<file path="src/rtl/dtm_pkg.sv">
package dtm_pkg;
  localparam int NT     = 2;
  localparam int ADDR_W = 8;
  localparam int EXP_W  = 3;

  localparam logic [ADDR_W-1:0] A_CTRL = 8'h00;
  localparam logic [ADDR_W-1:0] A_STAT = 8'h04;

  function automatic int en_bit(input int t);   return 2 * t;      endfunction
  function automatic int auto_bit(input int t); return 2 * t + 1;  endfunction
  function automatic int ref_bit(input int t);  return 11 + t;     endfunction
  function automatic int exp_lsb(input int t);  return 19 + 3 * t; endfunction
  function automatic int flag_bit(input int t); return 8 * t;      endfunction

  function automatic logic [ADDR_W-1:0] rld_addr(input int t);
    return ADDR_W'(16 + 8 * t);
  endfunction
  function automatic logic [ADDR_W-1:0] val_addr(input int t);
    return ADDR_W'(20 + 8 * t);
  endfunction
endpackage

</file>
<file path="src/rtl/dtm_prescaler.sv">
module dtm_prescaler #(
  parameter int EXP_W = 3
) (
  input  logic             clk,
  input  logic             rst_n,
  input  logic             run,
  input  logic             src,
  input  logic [EXP_W-1:0] exp_sel,
  input  logic             restart,
  output logic             step
);
  localparam int PCW = (1 << EXP_W) - 1;

  logic [PCW-1:0] phase_q;
  logic [PCW-1:0] limit;

  assign limit = PCW'((32'd1 << exp_sel) - 32'd1);
  assign step  = run && src && !restart && (phase_q == limit);

  always_ff @(posedge clk) begin
    if (!rst_n) begin
      phase_q <= '0;
    end else if (restart) begin
      phase_q <= '0;
    end else if (run && src) begin
      phase_q <= step ? '0 : phase_q + 1'b1;
    end
  end
endmodule

</file>
<file path="src/rtl/dtm_timer.sv">
module dtm_timer #(
  parameter int CNT_W = 32,
  parameter int EXP_W = 3
) (
  input  logic             clk,
  input  logic             rst_n,
  input  logic             run,
  input  logic             auto_rl,
  input  logic             use_ref,
  input  logic [EXP_W-1:0] exp_sel,
  input  logic             ref_tick,
  input  logic             val_wr,
  input  logic             rld_wr,
  input  logic [CNT_W-1:0] wdata,
  output logic [CNT_W-1:0] count,
  output logic [CNT_W-1:0] reload,
  output logic             expire
);
  logic step;

  dtm_prescaler #(.EXP_W(EXP_W)) u_pre (
    .clk     (clk),
    .rst_n   (rst_n),
    .run     (run),
    .src     (use_ref ? ref_tick : 1'b1),
    .exp_sel (exp_sel),
    .restart (val_wr),
    .step    (step)
  );

  assign expire = step && (count == '0);

  always_ff @(posedge clk) begin
    if (!rst_n) begin
      count <= '0;
    end else if (val_wr) begin
      count <= wdata;
    end else if (step) begin
      if (count != '0)   count <= count - 1'b1;
      else if (auto_rl)  count <= reload;
    end
  end

  always_ff @(posedge clk) begin
    if (!rst_n)      reload <= '0;
    else if (rld_wr) reload <= wdata;
  end

  // a step on a nonzero count lowers it by one
  a_r5_step_down: assert property (@(posedge clk) disable iff (!rst_n)
    step && (count != '0) && !val_wr |=> count == $past(count) - 1'b1);

  // an auto-reload expiry loads the reload value
  a_r5_reload: assert property (@(posedge clk) disable iff (!rst_n)
    expire && auto_rl && !val_wr |=> count == $past(reload));

  // a value write shows on the next clock
  a_r8_write_wins: assert property (@(posedge clk) disable iff (!rst_n)
    val_wr |=> count == $past(wdata));

  // a stopped timer keeps its count
  a_r10_hold: assert property (@(posedge clk) disable iff (!rst_n)
    !run && !val_wr |=> $stable(count));
endmodule

</file>
<file path="src/rtl/dual_dtimer.sv">
module dual_dtimer
  import dtm_pkg::*;
#(
  parameter int CNT_W = 32
) (
  input  logic              clk,
  input  logic              rst_n,
  input  logic              bus_wr,
  input  logic [ADDR_W-1:0] bus_addr,
  input  logic [31:0]       bus_wdata,
  input  logic              tick_ref,
  output logic [31:0]       bus_rdata,
  output logic [NT-1:0]     irq
);
  logic [31:0]      ctrl_q, ctrl_nx;
  logic [NT-1:0]    flag_q, flag_nx;
  logic [NT-1:0]    expire;
  logic [CNT_W-1:0] cnt_v [NT];
  logic [CNT_W-1:0] rld_v [NT];
  logic             ctrl_wr, stat_wr;

  assign ctrl_wr = bus_wr && (bus_addr == A_CTRL);
  assign stat_wr = bus_wr && (bus_addr == A_STAT);

  for (genvar t = 0; t < NT; t++) begin : g_tmr
    dtm_timer #(.CNT_W(CNT_W), .EXP_W(EXP_W)) u_tmr (
      .clk      (clk),
      .rst_n    (rst_n),
      .run      (ctrl_q[en_bit(t)]),
      .auto_rl  (ctrl_q[auto_bit(t)]),
      .use_ref  (ctrl_q[ref_bit(t)]),
      .exp_sel  (ctrl_q[exp_lsb(t) +: EXP_W]),
      .ref_tick (tick_ref),
      .val_wr   (bus_wr && (bus_addr == val_addr(t))),
      .rld_wr   (bus_wr && (bus_addr == rld_addr(t))),
      .wdata    (bus_wdata[CNT_W-1:0]),
      .count    (cnt_v[t]),
      .reload   (rld_v[t]),
      .expire   (expire[t])
    );

    // a one-shot expiry leaves the enable bit cleared
    a_r6_oneshot_stops: assert property (@(posedge clk) disable iff (!rst_n)
      expire[t] && !ctrl_q[auto_bit(t)] |=> !ctrl_q[en_bit(t)]);

    // an expiry always leaves its flag set
    a_r7_expire_sets: assert property (@(posedge clk) disable iff (!rst_n)
      expire[t] |=> flag_q[t]);

    // writing zero clears the flag when no expiry competes
    a_r7_zero_clears: assert property (@(posedge clk) disable iff (!rst_n)
      stat_wr && !bus_wdata[flag_bit(t)] && !expire[t] |=> !flag_q[t]);
  end

  always_comb begin
    ctrl_nx = ctrl_wr ? bus_wdata : ctrl_q;
    flag_nx = flag_q;
    for (int t = 0; t < NT; t++) begin
      if (stat_wr && !bus_wdata[flag_bit(t)]) flag_nx[t] = 1'b0;
      if (expire[t]) begin
        flag_nx[t] = 1'b1;
        if (!ctrl_q[auto_bit(t)]) ctrl_nx[en_bit(t)] = 1'b0;
      end
    end
  end

  always_ff @(posedge clk) begin
    if (!rst_n) begin
      ctrl_q <= '0;
      flag_q <= '0;
    end else begin
      ctrl_q <= ctrl_nx;
      flag_q <= flag_nx;
    end
  end

  always_comb begin
    bus_rdata = '0;
    if (bus_addr == A_CTRL) bus_rdata = ctrl_q;
    if (bus_addr == A_STAT)
      for (int t = 0; t < NT; t++) bus_rdata[flag_bit(t)] = flag_q[t];
    for (int t = 0; t < NT; t++) begin
      if (bus_addr == rld_addr(t)) bus_rdata = 32'(rld_v[t]);
      if (bus_addr == val_addr(t)) bus_rdata = 32'(cnt_v[t]);
    end
  end

  assign irq = flag_q;
endmodule

</file>
<file path="config.mk">
export PLATFORM = sky130hd
export DESIGN_NAME = dual_dtimer
export DESIGN_NICKNAME = d
export VERILOG_FILES = /design/src/rtl/dtm_pkg.sv /design/src/rtl/dtm_prescaler.sv /design/src/rtl/dtm_timer.sv /design/src/rtl/dual_dtimer.sv
export SDC_FILE = /design/constraint.sdc
export NUM_CORES = 1
export LEC_CHECK = 0
export ABC_AREA = 1
export BUFFER_PORTS_ARGS = -buffer_cell sky130_fd_sc_hd__buf_4
export CAP_MARGIN = 20
export CORE_UTILIZATION = 55
export DETAILED_ROUTE_END_ITERATION = 16
export PLACE_DENSITY = 0.84
export SLEW_MARGIN = 10
export SYNTH_ARGS = -nofsm -noshare
export SYNTH_HDL_FRONTEND = slang
export SYNTH_SLANG_ARGS = --single-unit
</file>
<file path="constraint.sdc">
create_clock -name clk -period 2.27 [get_ports clk]
set_input_delay 0.3405 -clock clk [delete_from_list [all_inputs] [get_ports clk]]
set_output_delay 0.3405 -clock clk [all_outputs]
set_load 0.01 [all_outputs]
</file>
==> flow_summary.yaml <==
outcome:
  status: "completed"
power_and_ir_drop:
  combPwrFrac: 0.058
  p_sw_frac: 0.2493
  clock_power_share: 0.480
  seq_power_share: 0.462
  p_leak_nw: 6.676
  irDropWorstVdd_uv: 479.5
  switchingPower_w: 0.001670
  internal_power_w: 0.005029
  p_per_area_nw_per_um2: 499.3
die:
  start_util: 0.5611
  core_area_um2: 20300
  die-area_um2: 21290
  rows: 52
  die_height_um: 145.9
  chipWidth_um: 145.9
  boundaryPins: 78
worst_setup_path:
  slowest_delay_ps: 250
  start_kind: "input pin"
  arrival_ps: 1910
  path_max_fanout: 10
  crit_type: "in -> out"
  crit_required_ps: 1930
  crit_path_cell_trace: "buf_4 > nor2_1 > nand3_2 > nor2_4 > buf_4 > buf_12 > nand2_1 > nand3_1 > a21oi_1 > o221ai_1 > buf_4"
  path_common_cell: "buf_4"
  cpMaxStageDelayCell: "nor2_1"
  worstSetupEndpointType: "output port"
detailed_routing:
  met3_length_um: 5172
  post_drt_via_cell_ratio: 5.848
  ant_nets: 0
  met2_length_um: 18680
  dr.pass1.iters: 7
  wl_met1_um: 17190
  finalWirelength_um: 43070
  num_vias: 13290
  first_iter_violations: 2028
  wl_per_cell_um: 18.95
  maxUsedRoutingLayer: "met4"
  drc: 0
synthesis:
  ys_warn_count: 0
  yosysSeqAreaShare: 0.3093
  yosys.area.top_type: "dfxtp_1"
  synth.area.top_cells: "dfxtp_1, nand2_1, nor2_1"
  synth_area_per_cell_um2: 6.030
  syn_inst: 1889
  synth-main-ff-cell: "dfxtp_1"
  yosysUniqueCellTypes: 40
  syn_nets: 1939
  ys_async_sr_fraction: 0
  netlist.area_leader.share: 0.3093
  synth_area_um2: 11390
  ys_seq_elements: 176
  synth_edf_count: 0
  yosysMostFrequentCell: "nand2_1"
  ys_top_cells_by_count: "nand2_1, nor2_1, inv_1"
final_layout:
  drive_gt1_frac: 0.1283
  area_delta_synth_final_pct: 17.78
  num_antenna_cells: 0
  final_cell_area_um2: 13420
  nets: 2040
  final_util: 0.6609
sta:
  drv_slew: 0
  tns_ps: 0
  min_period_ps: 2246
  relSlewSlack: 0.6037
  skew_ps: 14.17
  fmax_ghz: 0.4453
  min_period_over_period: 0.9892
  hold_viol: 0
  tightest_slew_ps: 589.0
  setup_violations: 0
clock_tree:
  cts_root_buf: "clkbuf_16"
  cts.reportedPaths.clkPinSlew_ps: 60
  clkLatencyLatePin_ps: 450
  cts_buffers: 17
  cts_max_level: 4
  cts_num_sinks: 176
  cts_tree: "done"
  cts.path.max_buffers: 2
  hold_buffers: 0
global_routing:
  gr-total-overflow: 0
  grt_pass1_vias: 11950
  antenna_found_initial: 0
  track_usage: 0.3995
  grt_max_degree: 96
  grt_pass1_wl_um: 65830
hold_path:
  hp-class: "in -> reg"
place:
  place.gp.congestion: 1.031
  dpl-instance-area_um2: 12650
  hpwl_um: 32010
  port_buffers: 77
run:
  cap_violations: 0
[final cells by class]
class / count / area [um2]
timing repair buffer: 167 / 1383
clock inverter: 13 / 177.7
tap: 270 / 337.8
fill: 1849 / 6883
clock buffer: 19 / 452.9
sequential: 176 / 3525
inverter: 204 / 765.7
multi-input combinational: 1424 / 6775
[state kept, by name, indices dropped and copies added (netlist names)]
register and flops:
g_tmr.u_tmr.u_pre.phase_q 14, g_tmr.u_tmr.reload 64, ctrl_q 32, irq 2, g_tmr.u_tmr.count 64
[cells by family (layout without fill, tap and decap cells)]
group,count (synthesis),count (layout),synth area share
flip-flops,176,176,0.3093
AO/OA/AOI/OAI,332,332,0.1656
buffers and inverters,289,403,0.1041
AND/OR/NAND/NOR,1053,1053,0.3889
adder cells (fa/ha/maj),6,6,0.006590
XOR/XNOR,33,33,0.02537
[through the flow]
| stage | hold WS (ps) | total power, W | worst slack, ps | std cells |
|---|---|---|---|---|
| floorplan | 439.0 | 0.003340 | 374.8 | 1889 |
| global placement | 454.1 | 0.003530 | 10.66 | 2235 |
| detailed placement | 457.4 | 0.003532 | -4.766 | 2235 |
| CTS | 175.7 | 0.006657 | 4.276 | 2267 |
| global route | 190.2 | 0.006812 | -3.351 | 2273 |
| finish | 185.1 | 0.006699 | 24.48 | 2273 |
[power groups by stage]
stage | clock network, W | registers, W | logic [W]
global placement | 0 | 0.00317 | 0.000364
detailed placement | 0 | 0.00317 | 0.000366
floorplan | 0 | 0.00316 | 0.000175
CTS | 0.00319 | 0.00309 | 0.000369
global route | 0.00331 | 0.00309 | 0.000410
finish | 0.00321 | 0.00309 | 0.000390
[timing repair]
action / 4_1_cts / 5_1_grt
setup buffers: 0 / 6
endpoints found under the setup margin: 1 / 77
gates resized for setup: 1 / 17
pin swaps: 0 / 2
[metal layers]
metal | up-vias | global-route usage
li1 | 6301 | -
met1 | 5972 | 0.5453
met2 | 879 | 0.6033
met3 | 141 | 0.07649
met4 | 0 | 0.1937
met5 | - | 0
[worst max-delay path, delay by kind of cell]
kind                   cells  cell delay, ps
AOI/OAI and AO/OA          2             150
buffers and inverters      4             630
and+or+nand+nor            5             780
[layout by cell type, fill, tap and decap left out, types with 3 or more instances in the layout]
cell type	count
nand2_2	7
nor2_4	11
a21oi_2	3
a31oi_1	3
a22oi_1	3
bufinv_16	3
ha_1	5
a221oi_2	7
clkinv_4	5
inv_1	199
o22ai_1	5
xnor2_1	3
dfxtp_1	175
o21ai_1	6
nand2_1	517
nand2_4	3
nand3b_1	10
nor2_2	16
nor3_1	8
clkbuf_16	17
a21oi_1	138
o221ai_1	18
nand3_1	161
nand3_2	3
nor2_1	294
a221oi_1	18
nand4_1	17
o21ai_0	118
buf_12	10
buf_4	156
xor2_1	30
clkinv_1	3
o211ai_1	8
[worst paths after layout]
kind,start,end,slack (ps),cells past startpoint
max,bus_addr[1],bus_rdata[8],20,11
min,bus_wr,g_tmr[1].u_tmr.reload[6]$_SDFFE_PN0P_,190,2
max reg2reg,g_tmr[0].u_tmr.count[0]$_SDFFE_PN0P_,g_tmr[0].u_tmr.count[30]$_SDFFE_PN0P_,110,13
min reg2reg,g_tmr[0].u_tmr.count[1]$_SDFFE_PN0P_,g_tmr[0].u_tmr.count[1]$_SDFFE_PN0P_,470,2
(Power assumes the default switching activity.)
